**src/rtl/pwr_pkg.sv**
```systemverilog
package pwr_pkg;

    typedef enum logic [1:0] {
        PM_ACTIVE = 2'b00,
        PM_IDLE   = 2'b01,
        PM_PDOWN  = 2'b10,
        PM_SETTLE = 2'b11
    } pm_state_e;

    localparam logic [1:0] SEL_IDLE  = 2'b01;
    localparam logic [1:0] SEL_PDOWN = 2'b10;

    typedef struct packed {
        pm_state_e state;
        logic      cpu_en;
        logic      per_en;
        logic      osc_en;
    } fsm_regs_t;

    typedef struct packed {
        logic cpu_en;
        logic per_en;
        logic osc_en;
    } clk_en_t;

    function automatic clk_en_t decode_en(pm_state_e s);
        clk_en_t e;
        case (s)
            PM_ACTIVE: e = '{cpu_en: 1'b1, per_en: 1'b1, osc_en: 1'b1};
            PM_IDLE:   e = '{cpu_en: 1'b0, per_en: 1'b1, osc_en: 1'b1};
            PM_PDOWN:  e = '{cpu_en: 1'b0, per_en: 1'b0, osc_en: 1'b0};
            default:   e = '{cpu_en: 1'b0, per_en: 1'b0, osc_en: 1'b1};
        endcase
        return e;
    endfunction

endpackage

```
**src/rtl/pwr_cfg_regs.sv**
```systemverilog
module pwr_cfg_regs #(
    parameter int unsigned          CNT_W      = 8,
    parameter logic [CNT_W-1:0]     SETTLE_RST = 16
) (
    input  logic             clk,
    input  logic             rst_n,
    input  logic             mode_we,
    input  logic [1:0]       mode_wdata,
    input  logic             settle_we,
    input  logic [CNT_W-1:0] settle_wdata,
    output logic [1:0]       mode_sel,
    output logic [CNT_W-1:0] settle_val
);

    typedef struct packed {
        logic [1:0]       mode;
        logic [CNT_W-1:0] settle;
    } cfg_t;

    cfg_t cfg_d, cfg_q;

    always_comb begin
        cfg_d = cfg_q;
        if (mode_we) begin
            cfg_d.mode = mode_wdata;
        end
        if (settle_we) begin
            cfg_d.settle = settle_wdata;
        end
    end

    always_ff @(posedge clk or negedge rst_n) begin
        if (!rst_n) begin
            cfg_q.mode   <= 2'b00;
            cfg_q.settle <= SETTLE_RST;
        end else begin
            cfg_q <= cfg_d;
        end
    end

    assign mode_sel   = cfg_q.mode;
    assign settle_val = cfg_q.settle;

endmodule

```
**src/rtl/pwr_settle_ctr.sv**
```systemverilog
module pwr_settle_ctr #(
    parameter int unsigned CNT_W = 8
) (
    input  logic             clk,
    input  logic             rst_n,
    input  logic             load,
    input  logic [CNT_W-1:0] load_val,
    input  logic             run,
    output logic             done
);

    logic [CNT_W-1:0] cnt_d, cnt_q;

    always_comb begin
        cnt_d = cnt_q;
        if (load) begin
            cnt_d = load_val;
        end else if (run && (cnt_q != '0)) begin
            cnt_d = cnt_q - 1'b1;
        end
    end

    always_ff @(posedge clk or negedge rst_n) begin
        if (!rst_n) begin
            cnt_q <= '0;
        end else begin
            cnt_q <= cnt_d;
        end
    end

    assign done = (cnt_q == '0);

endmodule

```
**src/rtl/pwr_mode_fsm.sv**
```systemverilog
module pwr_mode_fsm
    import pwr_pkg::*;
(
    input  logic      clk,
    input  logic      rst_n,
    input  logic      halt,
    input  logic      wake,
    input  logic [1:0] mode_sel,
    input  logic      settle_done,
    output pm_state_e state,
    output logic      cpu_en,
    output logic      per_en,
    output logic      osc_en,
    output logic      settle_load,
    output logic      settling
);

    fsm_regs_t r_d, r_q;
    clk_en_t   en_next;

    always_comb begin
        r_d         = r_q;
        settle_load = 1'b0;
        case (r_q.state)
            PM_ACTIVE: begin
                if (halt && !wake) begin
                    if (mode_sel == SEL_IDLE) begin
                        r_d.state = PM_IDLE;
                    end else if (mode_sel == SEL_PDOWN) begin
                        r_d.state = PM_PDOWN;
                    end
                end
            end
            PM_IDLE: begin
                if (wake) begin
                    r_d.state = PM_ACTIVE;
                end
            end
            PM_PDOWN: begin
                if (wake) begin
                    r_d.state   = PM_SETTLE;
                    settle_load = 1'b1;
                end
            end
            default: begin
                if (settle_done) begin
                    r_d.state = PM_ACTIVE;
                end
            end
        endcase
        en_next    = decode_en(r_d.state);
        r_d.cpu_en = en_next.cpu_en;
        r_d.per_en = en_next.per_en;
        r_d.osc_en = en_next.osc_en;
    end

    always_ff @(posedge clk or negedge rst_n) begin
        if (!rst_n) begin
            r_q.state  <= PM_ACTIVE;
            r_q.cpu_en <= 1'b1;
            r_q.per_en <= 1'b1;
            r_q.osc_en <= 1'b1;
        end else begin
            r_q <= r_d;
        end
    end

    assign state    = r_q.state;
    assign cpu_en   = r_q.cpu_en;
    assign per_en   = r_q.per_en;
    assign osc_en   = r_q.osc_en;
    assign settling = (r_q.state == PM_SETTLE);

endmodule

```
**src/rtl/pwr_clk_ctrl.sv**
```systemverilog
module pwr_clk_ctrl
    import pwr_pkg::*;
#(
    parameter int unsigned      CNT_W      = 8,
    parameter logic [CNT_W-1:0] SETTLE_RST = 16
) (
    input  logic             clk,
    input  logic             rst_n,
    input  logic             halt_req,
    input  logic             wake,
    input  logic             cfg_mode_we,
    input  logic [1:0]       cfg_mode_wdata,
    input  logic             cfg_settle_we,
    input  logic [CNT_W-1:0] cfg_settle_wdata,
    output logic [1:0]       cfg_mode_q,
    output logic [CNT_W-1:0] cfg_settle_q,
    output logic [1:0]       pm_state,
    output logic             cpu_clk_en,
    output logic             per_clk_en,
    output logic             osc_en
);

    logic      settle_load;
    logic      settling;
    logic      settle_done;
    pm_state_e state;

    pwr_cfg_regs #(
        .CNT_W      (CNT_W),
        .SETTLE_RST (SETTLE_RST)
    ) u_cfg (
        .clk          (clk),
        .rst_n        (rst_n),
        .mode_we      (cfg_mode_we),
        .mode_wdata   (cfg_mode_wdata),
        .settle_we    (cfg_settle_we),
        .settle_wdata (cfg_settle_wdata),
        .mode_sel     (cfg_mode_q),
        .settle_val   (cfg_settle_q)
    );

    pwr_settle_ctr #(
        .CNT_W (CNT_W)
    ) u_ctr (
        .clk      (clk),
        .rst_n    (rst_n),
        .load     (settle_load),
        .load_val (cfg_settle_q),
        .run      (settling),
        .done     (settle_done)
    );

    pwr_mode_fsm u_fsm (
        .clk         (clk),
        .rst_n       (rst_n),
        .halt        (halt_req),
        .wake        (wake),
        .mode_sel    (cfg_mode_q),
        .settle_done (settle_done),
        .state       (state),
        .cpu_en      (cpu_clk_en),
        .per_en      (per_clk_en),
        .osc_en      (osc_en),
        .settle_load (settle_load),
        .settling    (settling)
    );

    assign pm_state = state;

endmodule

```
**config.mk**
```make
export PLATFORM = sky130hd
export DESIGN_NAME = pwr_clk_ctrl
export DESIGN_NICKNAME = d
export VERILOG_FILES = /design/src/rtl/pwr_pkg.sv /design/src/rtl/pwr_cfg_regs.sv /design/src/rtl/pwr_settle_ctr.sv /design/src/rtl/pwr_mode_fsm.sv /design/src/rtl/pwr_clk_ctrl.sv
export SDC_FILE = /design/constraint.sdc
export NUM_CORES = 1
export LEC_CHECK = 0
export BUFFER_PORTS_ARGS = -buffer_cell sky130_fd_sc_hd__buf_2
export CORE_MARGIN = 1
export CORE_UTILIZATION = 50
export DETAILED_ROUTE_END_ITERATION = 6
export GPL_TIMING_DRIVEN = 0
export HOLD_SLACK_MARGIN = 0.15
export PLACE_DENSITY = 0.76
export SLEW_MARGIN = 10
export SYNTH_ARGS = -nofsm -noshare
export SYNTH_HDL_FRONTEND = slang
export SYNTH_SLANG_ARGS = --single-unit
```
**constraint.sdc**
```tcl
create_clock -name clk -period 2 [get_ports clk]
set_clock_uncertainty 0.1 [all_clocks]
set_input_delay 0.3 -clock clk [delete_from_list [all_inputs] [get_ports clk]]
set_output_delay 0.3 -clock clk [all_outputs]
set_load 0.02 [all_outputs]
```
---- Yosys cells after proc, flatten, opt, wreduce, memory -nomap -nowiden ----
Cells that the tools add are included.
W data, S select, Z words.
word-level totals
  output and inout port bits .............. 15
  bits of input ports ..................... 16
  flip-flop bits (word level) ............. 23
  word-level logic and storage cells ...... 35
operators by class
  reduce and logical (&&, ||, !) cells .... 8
  equality and inequality tests ........... 7
  add/sub/neg operators ................... 1
  multiplexer cells ....................... 12
operator list
  cell                   count
  $mux W8                2
  $mux W2                6
  $pmux W3 S3            1
  $eq A2 B2 Y1 const B   4
  $logic_not A8 Y1       1
  $reduce_bool A8 Y1     1
  $sub A8 B1 Y8 const B  1
  $eq A2 B1 Y1 const B   3
  $pmux W2 S3            1
  $logic_not A2 Y1       2
  $logic_and A1 B1 Y1    2
  $mux W1                2
  $reduce_bool A2 Y1     1
  $logic_not A1 Y1       1

---- Logic depth before layout (Yosys ltp) ----
Gate-level depths: netlist (run 1).
  depth in word-level cells ............... 7
  gate-level depth with buffers ........... 5
  mapped depth without buffers ............ 5

---- By module ----
From an unflattened synthesis (run 1), not the netlist that was laid out.
unflattened totals
  cells, all modules ...................... 100
  area total of the unflattened synthesis .. 1174.9 um^2
modules (own cells, without submodules)
  module          cells an instance  area each (um^2)  times used  sequential area each (um^2)
  pwr_settle_ctr  58                 528.0             1           200.2
  pwr_cfg_regs    21                 405.4             1           251.5
  pwr_mode_fsm    21                 241.5             1           128.9

---- Worst setup path after synthesis (run 1) ----
OpenSTA, ideal clock, no wires.
  path type ............................... register -> register
  from .................................... register, netlist name u_fsm.state[1]
  to ...................................... register u_ctr.cnt_q[3]
  path buffers ............................ 1
  slack ................................... 0.455 ns
  library setup time ...................... 0.126 ns
  period minus slack after synthesis ...... 1.545 ns
  data arrival time ....................... 1.319 ns
  stages on the path, launching flop included .. 6
  data required time ...................... 1.774 ns
  cell sequence ........................... dfrtp_1 > buf_2 > nand2_1 > a31oi_2 > a31oi_1 > a221o_1
between the ends
  cells in the longest elaborated chain, start to end .. 3
  elaborated cells on any way between the ends .. 6
  those cells by class .................... eq/ne (2); mux (2); reduce/logical (2)
RTL lines
  what                                                   line                                      RTL
  $eq A2 B2 Y1, on equally long branches                 pwr_mode_fsm.sv:24, pwr_mode_fsm.sv:72
  $mux W1 / $logic_and A1 B1 Y1 (equally long branches)  pwr_mode_fsm.sv:24, pwr_settle_ctr.sv:18
  $mux W8 / $reduce_bool A2 Y1 (equally long branches)   -
  end signal, assigned                                   pwr_settle_ctr.sv:27                      cnt_q <= cnt_d;
  end, declared                                          pwr_settle_ctr.sv:12                      logic [CNT_W-1:0] cnt_d, cnt_q;
Parallel ways exist; a longest one is shown, timed or not.
A chain may end at the register's enable or synchronous reset.

---- Worst setup path in the final report (run 1) ----
  from .................................... register u_ctr.cnt_q[5]
  to ...................................... register u_ctr.cnt_q[5]
between the ends
  cells in the longest elaborated chain, start to end .. 3
  elaborated cells on any way between the ends .. 6
  those cells by class .................... add/sub (1); mux (2); reduce/logical (3)
RTL lines
  what                                                        line                                        RTL
  $sub A8 B1 Y8 / $reduce_bool A8 Y1 (equally long branches)  pwr_settle_ctr.sv:19, pwr_settle_ctr.sv:18
  $mux W8 / $logic_and A1 B1 Y1 (equally long branches)       pwr_settle_ctr.sv:18                        end else if (run && (cnt_q != '0)) begin
  $mux W8 / $reduce_bool A2 Y1 (equally long branches)        -
Parallel ways exist; a longest one is shown, timed or not. The select of a mux whose other input is x is not followed.

==> results_dict.tcl, run 1 <==
set metrics [dict create \
    cp-start-kind "register" \
    ys_types 34 \
    tritoncts.num_buffers 3 \
    initial_core_util 0.528 \
    cellPowerDensity_nw_per_um2 1130 \
    finalHoldViolations 0 \
    layout-drive-gt1-share 0.301 \
    holdCritStartpoint "halt_req" \
    yosysSeqAreaShare 0.497 \
    irDropWorstVdd_mv 0.674 \
    async_flop_share 1.00 \
    synthSimpleGateAreaFrac 0.174 \
    yosysTopAreaCellShare 0.407 \
    slew-limit-headroom 0.677 \
    r2r-start "u_ctr.cnt_q[5]" \
    dieArea_um2 2530 \
    fp.dieW_um 50.3 \
    setup_viol 0 \
    grt_max_degree 24 \
    slowest_stage "dfrtp_1" \
    p_int_uw 981 \
    synth-seq-cells 23 \
    layout.nets 175 \
    crit_chain "nor4_4 > nand3_1 > nand3_2 > o221ai_1" \
    tightest_slew_ps 484 \
    ys.flop_type "dfrtp_1" \
    rows 17 \
    cts_setup_buffers 0 \
    pin_count 31 \
    max_freq_mhz 577 \
    path_clk_slew_ps 110 \
    hold_buffers 12 \
    combPwrFrac 0.417 \
    grt_use_total 0.230 \
    syn_to_final_growth_pct 27.5 \
    max-cap-violations 0 \
    total_power_uw 1680 \
    critPathMaxStageDelay_ps 460 \
    cts_resized 0 \
    cp-end-kind "register" \
    synth_top_family_by_area "simple AND/OR/NAND/NOR gates" \
    p_clk_frac 0.126 \
    vias 1043 \
    synth.area.top_cells "dfrtp_1 (41%), dfstp_2 (9.0%), mux2_2 (7.7%)" \
    maxSlewViolCount 0 \
    grt_pass1_vias 997 \
    clock-root-buffer "clkbuf_4" \
    synth-compound-area-share 0.164 \
    antenna_found_initial 0 \
    synth_most_common_cell "dfrtp_1" \
    dp_hpwl_um 1810 \
    arrival_ps 1810 \
    worstPathRequired_ps 2080 \
    num-fill-cells 173 \
    min_path_type "primary input to register" \
    yosys-top-cells-count "dfrtp_1 (19), nor2_1 (10), nand2_1 (9)" \
    status "complete, no violations" \
    fp.dieH_um 50.3 \
    htreeDepth 1 \
    wl_um 2580 \
    routedWlPerCell_um 14.0 \
    clkLatencyLatePin_ps 310 \
    diodes 0 \
    core_area_um2 2210 \
    fin_crit_sh 0.866 \
    synth_area_leader_cell "dfrtp_1" \
    synth-adder-area-share 0.0214 \
    holdWs_ps 236 \
    setup_ws_ps 267 \
    drt_iter0_drc 38 \
    crit_start "u_ctr.cnt_q[5]" \
    drc 0 \
    vias_per_cell 5.67 \
    seqPwrFrac 0.456 \
    leakagePower_uw 0.000679 \
    swShare 0.415 \
    rsz0062_at_grt "no" \
    yosys.area_share.xor_xnor 0.0300 \
    grt_pass1_wl_um 4260 \
    synth_edf_count 0 \
    place.gp.congestion 0.801 \
    fin_crit_ps 1730 \
    dr.pass1.iters 5 \
    ant_nets 0 \
    port_buffers 28 \
    clock-sinks 23 \
    cts_tree "yes" \
    fin_setup_tns_ps 0 \
    synth.area.mux_share 0.0772 \
    yosys_warnings 0 \
    syn_inst 112 \
    synth.avg_cell_area_um2 10.4 \
    gr-total-overflow 0 \
    synth_nets 130 \
    critical_path_class "register to register" \
    p_sw_uw 697 \
    fin_util 0.673 \
    path_max_fanout 5 \
    clockBufferDepth 2 \
    synth_area_um2 1170 \
    pre_cts_slack_ps 308 \
]
[flip-flops by register name, indices dropped and copies added, names as in the netlist]
register and flops:
u_cfg.mode_sel 2, u_cfg.settle_val 8, u_ctr.cnt_q 8, u_fsm.cpu_en 1, u_fsm.osc_en 1, u_fsm.per_en 1
u_fsm.state 2
[placed cells by master, fill, tap and decap left out, types with 2 or more instances in the layout]
cell,netlist,routed
buf_2,1,29
or3_1,2,2
nor2_1,10,10
o21ai_0,3,3
nand2_1,9,9
a21oi_1,5,5
nand3b_1,2,2
inv_1,6,6
a211oi_1,2,2
clkbuf_4,0,3
and3_1,4,4
dfstp_2,4,4
dfrtp_1,19,19
clkbuf_1,4,5
nand2b_1,2,2
a31oi_1,4,4
mux2_2,8,8
o221ai_1,4,4
ha_1,2,2
dlygate4sd3_1,0,12
a41oi_1,2,2
xor2_1,4,4
nand3_1,2,2
[through the flow]
step                area (um2)  std cells
floorplan                 1170        112
global placement          1340        168
detailed placement        1340        168
CTS                       1490        184
global route              1490        184
finish                    1490        184
[cells by family after synthesis]
logic type / count (synthesis)
AND/OR/NAND/NOR: 37
AO/OA/AOI/OAI: 27
flip-flops: 23
buffers and inverters: 11
multiplexers: 8
XOR/XNOR: 4
adder cells (fa/ha/maj): 2
[power by group through the flow]
stage               Sequential [uW]  Combinational [uW]  Clock [uW]
finish                          766                 700         212
floorplan                       798                 453           0
global route                    782                 775         236
CTS                             762                 694         210
detailed placement              771                 673           0
global placement                760                 656           0
[worst paths after layout]
path	endpoint	slack (ps)	cells past startpoint
max	u_ctr.cnt_q[5]	270	4
min	u_fsm.cpu_en	240	4
max reg2reg	u_ctr.cnt_q[5]	270	4
min reg2reg	u_ctr.cnt_q[0]	440	1
max in group asynchronous	u_fsm.osc_en	1080	2
min in group asynchronous	u_ctr.cnt_q[2]	370	2
[critical path, delay by kind of cell, from the launching register on]
family / cells / cell delay (ps)
and+or+nand+nor: 3 / 890
AOI/OAI and AO/OA: 1 / 140
DFF: 1 / 460
[routing by layer]
metal | part of all wire | routed length (um) | GRT usage
met5 | 0 | 0 | 0
met4 | 0.016 | 41 | 0.125
met3 | 0.040 | 103 | 0.0455
met2 | 0.52 | 1350 | 0.393
met1 | 0.42 | 1090 | 0.268
[area by class of cell]
class | instances | area (um2) | area share
Multi-Input combinational cell | 78 | 544 | 0.366
Inverter | 6 | 22.5 | 0.0151
Sequential cell | 23 | 581 | 0.390
Tap cell | 28 | 35.0 | 0.0235
Timing Repair Buffer | 40 | 260 | 0.175
Buffer | 5 | 20.0 | 0.0134
Clock buffer | 4 | 26.3 | 0.0176
(Power assumes the default switching activity.)
==> run 2, diff against run 1 <==
Settings changed: GPL_ROUTABILITY_DRIVEN set to 1, RECOVER_POWER set to 100.
==> results_dict.tcl, run 2 (synthesized netlist as in run 1, its figures left out) <==
set metrics [dict create \
    p_sw_uw 680 \
    setup_viol 0 \
    rows 17 \
    place.gp.congestion 0.801 \
    slew-limit-headroom 0.224 \
    clockBufferDepth 2 \
    fp.dieH_um 50.3 \
    drt_iter0_drc 34 \
    num-fill-cells 186 \
    crit_chain "inv_1 > ha_1 > a31oi_1 > a31oi_1 > a221o_1" \
    irDropWorstVdd_mv 0.687 \
    layout.nets 175 \
    ant_nets 0 \
    clock-root-buffer "clkbuf_4" \
    fin_setup_tns_ps 0 \
    worstPathRequired_ps 2110 \
    tightest_slew_ps 1160 \
    dp_hpwl_um 1810 \
    p_int_uw 959 \
    path_clk_slew_ps 120 \
    swShare 0.415 \
    grt_use_total 0.230 \
    min_path_cells 4 \
    min_path_type "primary input to register" \
    placed_cell_area_um2 1340 \
    fp.dieW_um 50.3 \
    dp_cells 168 \
    critical_path_class "register to register" \
    cp-start-kind "register" \
    seqCellArea_um2 581 \
    wl_met1_um 1060 \
    vias_per_cell 5.66 \
    wl_met2_um 1340 \
    syn_to_final_growth_pct 24.8 \
    wl_um 2550 \
    r2r_cells 5 \
    path_max_fanout 6 \
    vias 1042 \
    maxSlewViolCount 0 \
    pin_count 31 \
    cp-end-kind "register" \
    gr-total-overflow 0 \
    routedWlPerCell_um 13.9 \
    initial_core_util 0.528 \
    routed-wl-met3_um 107 \
    final_common_cell "clkbuf_1" \
    grt_max_degree 24 \
    rsz0062_at_grt "no" \
    tritoncts.num_buffers 3 \
    top_layer "met4" \
    arrival_ps 1870 \
    cellPowerDensity_nw_per_um2 1130 \
    clock-sinks 23 \
    cts_tree "yes" \
    fin_area_um2 1460 \
    holdWs_ps 236 \
    status "complete, no violations" \
    slowest_stage "dfrtp_1" \
    leakagePower_uw 0.000626 \
    final_cell_mix "clkbuf_1 (22), dfrtp_1 (19), buf_2 (12), dlygate4sd3_1 (12), nor2_1 (10)" \
    max_freq_mhz 570 \
    diodes 0 \
    finalHoldViolations 0 \
    fin_cells 184 \
    p_clk_frac 0.128 \
    clkLatencyLatePin_ps 310 \
    seqPwrFrac 0.466 \
    layout-drive-gt1-share 0.179 \
    dieArea_um2 2530 \
    combPwrFrac 0.405 \
    drc 0 \
    multiInputGateArea_um2 533 \
    antenna_found_initial 0 \
    fin_crit_sh 0.878 \
    grt_pass1_wl_um 4260 \
    fin_crit_ps 1760 \
    dr.pass1.iters 4 \
    cts_setup_buffers 0 \
    critPathMaxStageDelay_ps 420 \
    critPathMostFrequentCell "a31oi_1" \
    htreeDepth 1 \
    grt_pass1_vias 997 \
    max-cap-violations 0 \
    core_area_um2 2210 \
    port_buffers 28 \
]
-- run 2: cell types whose count changed in the layout (fill, tap and decap cells not counted), sizes merged --
| cell | previous run | this run |
|---|---|---|
| buf | 29 | 12 |
| clkbuf | 8 | 25 |
-- run 2: final cells by class --
class                   instances  share of cell area
plain buffers                   5              0.0137
well taps                      28              0.0241
multi-input cells              78               0.366
flip-flops and latches         23               0.399
inverters                       6              0.0155
clock buffers                   4              0.0180
repair buffers                 40               0.164
-- run 2: final timing paths --
path | start | end | slack [ps]
setup / recovery | u_ctr.cnt_q[0] | u_ctr.cnt_q[3] | 240
hold / removal | halt_req | u_fsm.cpu_en | 240
setup reg to reg | u_ctr.cnt_q[0] | u_ctr.cnt_q[3] | 240
hold reg to reg | u_ctr.cnt_q[0] | u_ctr.cnt_q[0] | 440
max in group asynchronous | rst_n | u_cfg.settle_val[5] | 480
min in group asynchronous | rst_n | u_ctr.cnt_q[3] | 630
-- run 2: layer usage --
layer,global-route usage,vias to the layer above
met5,0,-
met4,0.125,0
met3,0.0455,5
met2,0.393,35
met1,0.268,506
li1,-,496
-- run 2: metrics by stage --
stage,util,worst slack [ps],total power [uW]
after global placement,0.607,353,1420
after detailed placement,0.607,308,1440
after global routing,0.658,162,1760
after CTS,0.673,296,1670
after floorplan,-,455,1250
final,0.658,245,1640
-- run 2: power by group through the flow --
| stage | logic [uW] | clock network (uW) | registers [uW] |
|---|---|---|---|
| after floorplan | 453 | 0 | 798 |
| after detailed placement | 673 | 0 | 771 |
| after CTS | 694 | 210 | 762 |
| after global routing | 742 | 236 | 784 |
| final | 665 | 211 | 764 |
| after global placement | 656 | 0 | 760 |
-- run 2: critical path: cells and delay by family (launching register included) --
| kind | cells | cell delay, ps |
|---|---|---|
| DFF | 1 | 420 |
| buffers and inverters | 1 | 80 |
| AOI/OAI and AO/OA | 3 | 830 |
| adders and majority gates | 1 | 230 |
-- run 2: timing repair --
item                      CTS  global route
hold endpoints to repair   29             0
hold buffers               12             0
gates resized for setup     0             0
==> run 3, diff against run 2 <==
Settings changed: CORE_UTILIZATION 50 to 46, PLACE_DENSITY 0.76 to 0.74, SETUP_SLACK_MARGIN set to 0.5.
Clock period 2 ns to 1.6 ns, I/O delays scaled along.
==> results_dict.tcl, run 3 (synthesized netlist as in run 1, its figures left out) <==
set metrics [dict create \
    setup_viol 0 \
    layout-drive-gt1-share 0.360 \
    pin_count 31 \
    slowest_stage "dfrtp_2" \
    syn_to_final_growth_pct 48.8 \
    status "complete, no violations" \
    final_common_cell "clkbuf_1" \
    num-fill-cells 160 \
    initial_core_util 0.508 \
    dieArea_um2 2740 \
    gr-total-overflow 0 \
    diodes 0 \
    wl_um 3540 \
    top_layer "met4" \
    routedWlPerCell_um 17.2 \
    drc 0 \
    htreeDepth 1 \
    vias 1197 \
    routed-wl-met3_um 120 \
    finalHoldViolations 0 \
    fin_crit_ps 1560 \
    fin_crit_sh 0.978 \
    clock-root-buffer "clkbuf_4" \
    drt_iter0_drc 37 \
    critPathTopFamily "compound AO/OA/AOI/OAI gates" \
    clock-sinks 23 \
    tightest_slew_ps 556 \
    cellPowerDensity_nw_per_um2 1460 \
    core_area_um2 2300 \
    rsz0062_at_grt "yes" \
    grt_pass1_vias 1202 \
    arrival_ps 1730 \
    fin_util 0.756 \
    max-cap-violations 0 \
    vias_per_cell 5.81 \
    critPathBufInv 1 \
    clockBufferDepth 2 \
    slew-limit-headroom 0.629 \
    worstPathRequired_ps 1760 \
    final_cell_mix "clkbuf_1 (23), dfrtp_1 (14), buf_4 (12), dlygate4sd3_1 (12)" \
    tritoncts.num_buffers 3 \
    r2r_cells 5 \
    irDropWorstVdd_mv 0.998 \
    cp_num_cells 5 \
    cts_tree "yes" \
    grt_pass1_wl_um 5340 \
    dp_hpwl_um 1840 \
    cp-end-kind "register" \
    leakagePower_uw 0.000745 \
    fp.dieH_um 52.4 \
    fin_area_um2 1740 \
    critical_path_class "register to register" \
    crit_chain "nor4_4 > buf_6 > a31oi_4 > a31oi_1 > a221o_1" \
    critPathMaxStageDelay_ps 450 \
    antenna_found_initial 0 \
    path_max_fanout 6 \
    port_buffers 28 \
    place.gp.congestion 0.803 \
    placed_cell_area_um2 1380 \
    maxSlewViolCount 0 \
    wl_met2_um 1880 \
    dr.pass1.iters 6 \
    grt_use_total 0.269 \
    path_clk_slew_ps 130 \
    grt_max_degree 24 \
    rows 17 \
    ant_nets 0 \
    total_power_uw 2540 \
    clkLatencyLatePin_ps 310 \
    fp.dieW_um 52.4 \
    max_freq_mhz 639 \
    cp-start-kind "register" \
    min_path_type "primary input to register" \
    layout.nets 197 \
    wl_met1_um 1470 \
    min_path_cells 4 \
]
[run 3: changes by cell type in the layout (fill, tap and decap cells not counted), sizes merged]
cell      before  now
inv            6    5
clkbuf        25   31
clkinvlp       0    1
buf           12   28
[run 3: cell type report]
cell class,instances,area [um2],share of cell area
timing repair buffer,62,404,0.233
tap,28,35.0,0.0202
sequential,23,587,0.338
multi-input combinational,78,609,0.351
inverter,6,23.8,0.0137
buffer,5,51.3,0.0295
clock buffer,4,26.3,0.0151
[run 3: worst register-to-register path: stages, from the launching register on]
cell and delay (ps):
dfrtp_2 450, nor4_4 280, buf_6 170, a31oi_4 120, a31oi_1 260, a221o_1 140
[run 3: through the flow]
stage	hold WS [ps]	setup slack, ps	setup TNS (ps)	instances
floorplan	-156	82.0	0	112
global placement	135	-33.0	-98.2	168
detailed placement	138	-51.9	-242	168
CTS	183	85.8	0	201
global route	220	-65.5	-65.5	206
finish	198	35.6	0	206
[run 3: report_power, final]
part           total, uW  leakage, uW  switching, uW  internal, uW
sequential           938     0.000258            177           760
clock                277    0.0000150            179          97.4
combinational       1320     0.000472            701           620
total               2540     0.000745           1060          1480
[run 3: what timing repair did]
| item | in CTS | in global routing |
|---|---|---|
| pin swaps | 4 | 2 |
| endpoints found under the hold margin | 33 | 0 |
| setup buffers | 17 | 5 |
| resized for setup | 39 | 13 |
| hold buffers | 12 | 0 |
| endpoints found under the setup margin | 28 | 28 |
[run 3: worst paths after layout]
path | to | slack, ps | startpoint
max reg2reg | u_ctr.cnt_q[3] | 40 | u_ctr.cnt_q[5]
min in group asynchronous | u_ctr.cnt_q[2] | 330 | rst_n
min | u_fsm.cpu_en | 200 | halt_req
min reg2reg | u_ctr.cnt_q[0] | 490 | u_ctr.cnt_q[0]
max in group asynchronous | u_cfg.mode_sel[1] | 670 | rst_n
max | u_ctr.cnt_q[3] | 40 | u_ctr.cnt_q[5]
[run 3: routing by layer]
metal	vias up	track usage
met1	596	0.333
li1	542	-
met5	-	0
met3	10	0.0493
met4	0	0.114
met2	49	0.454
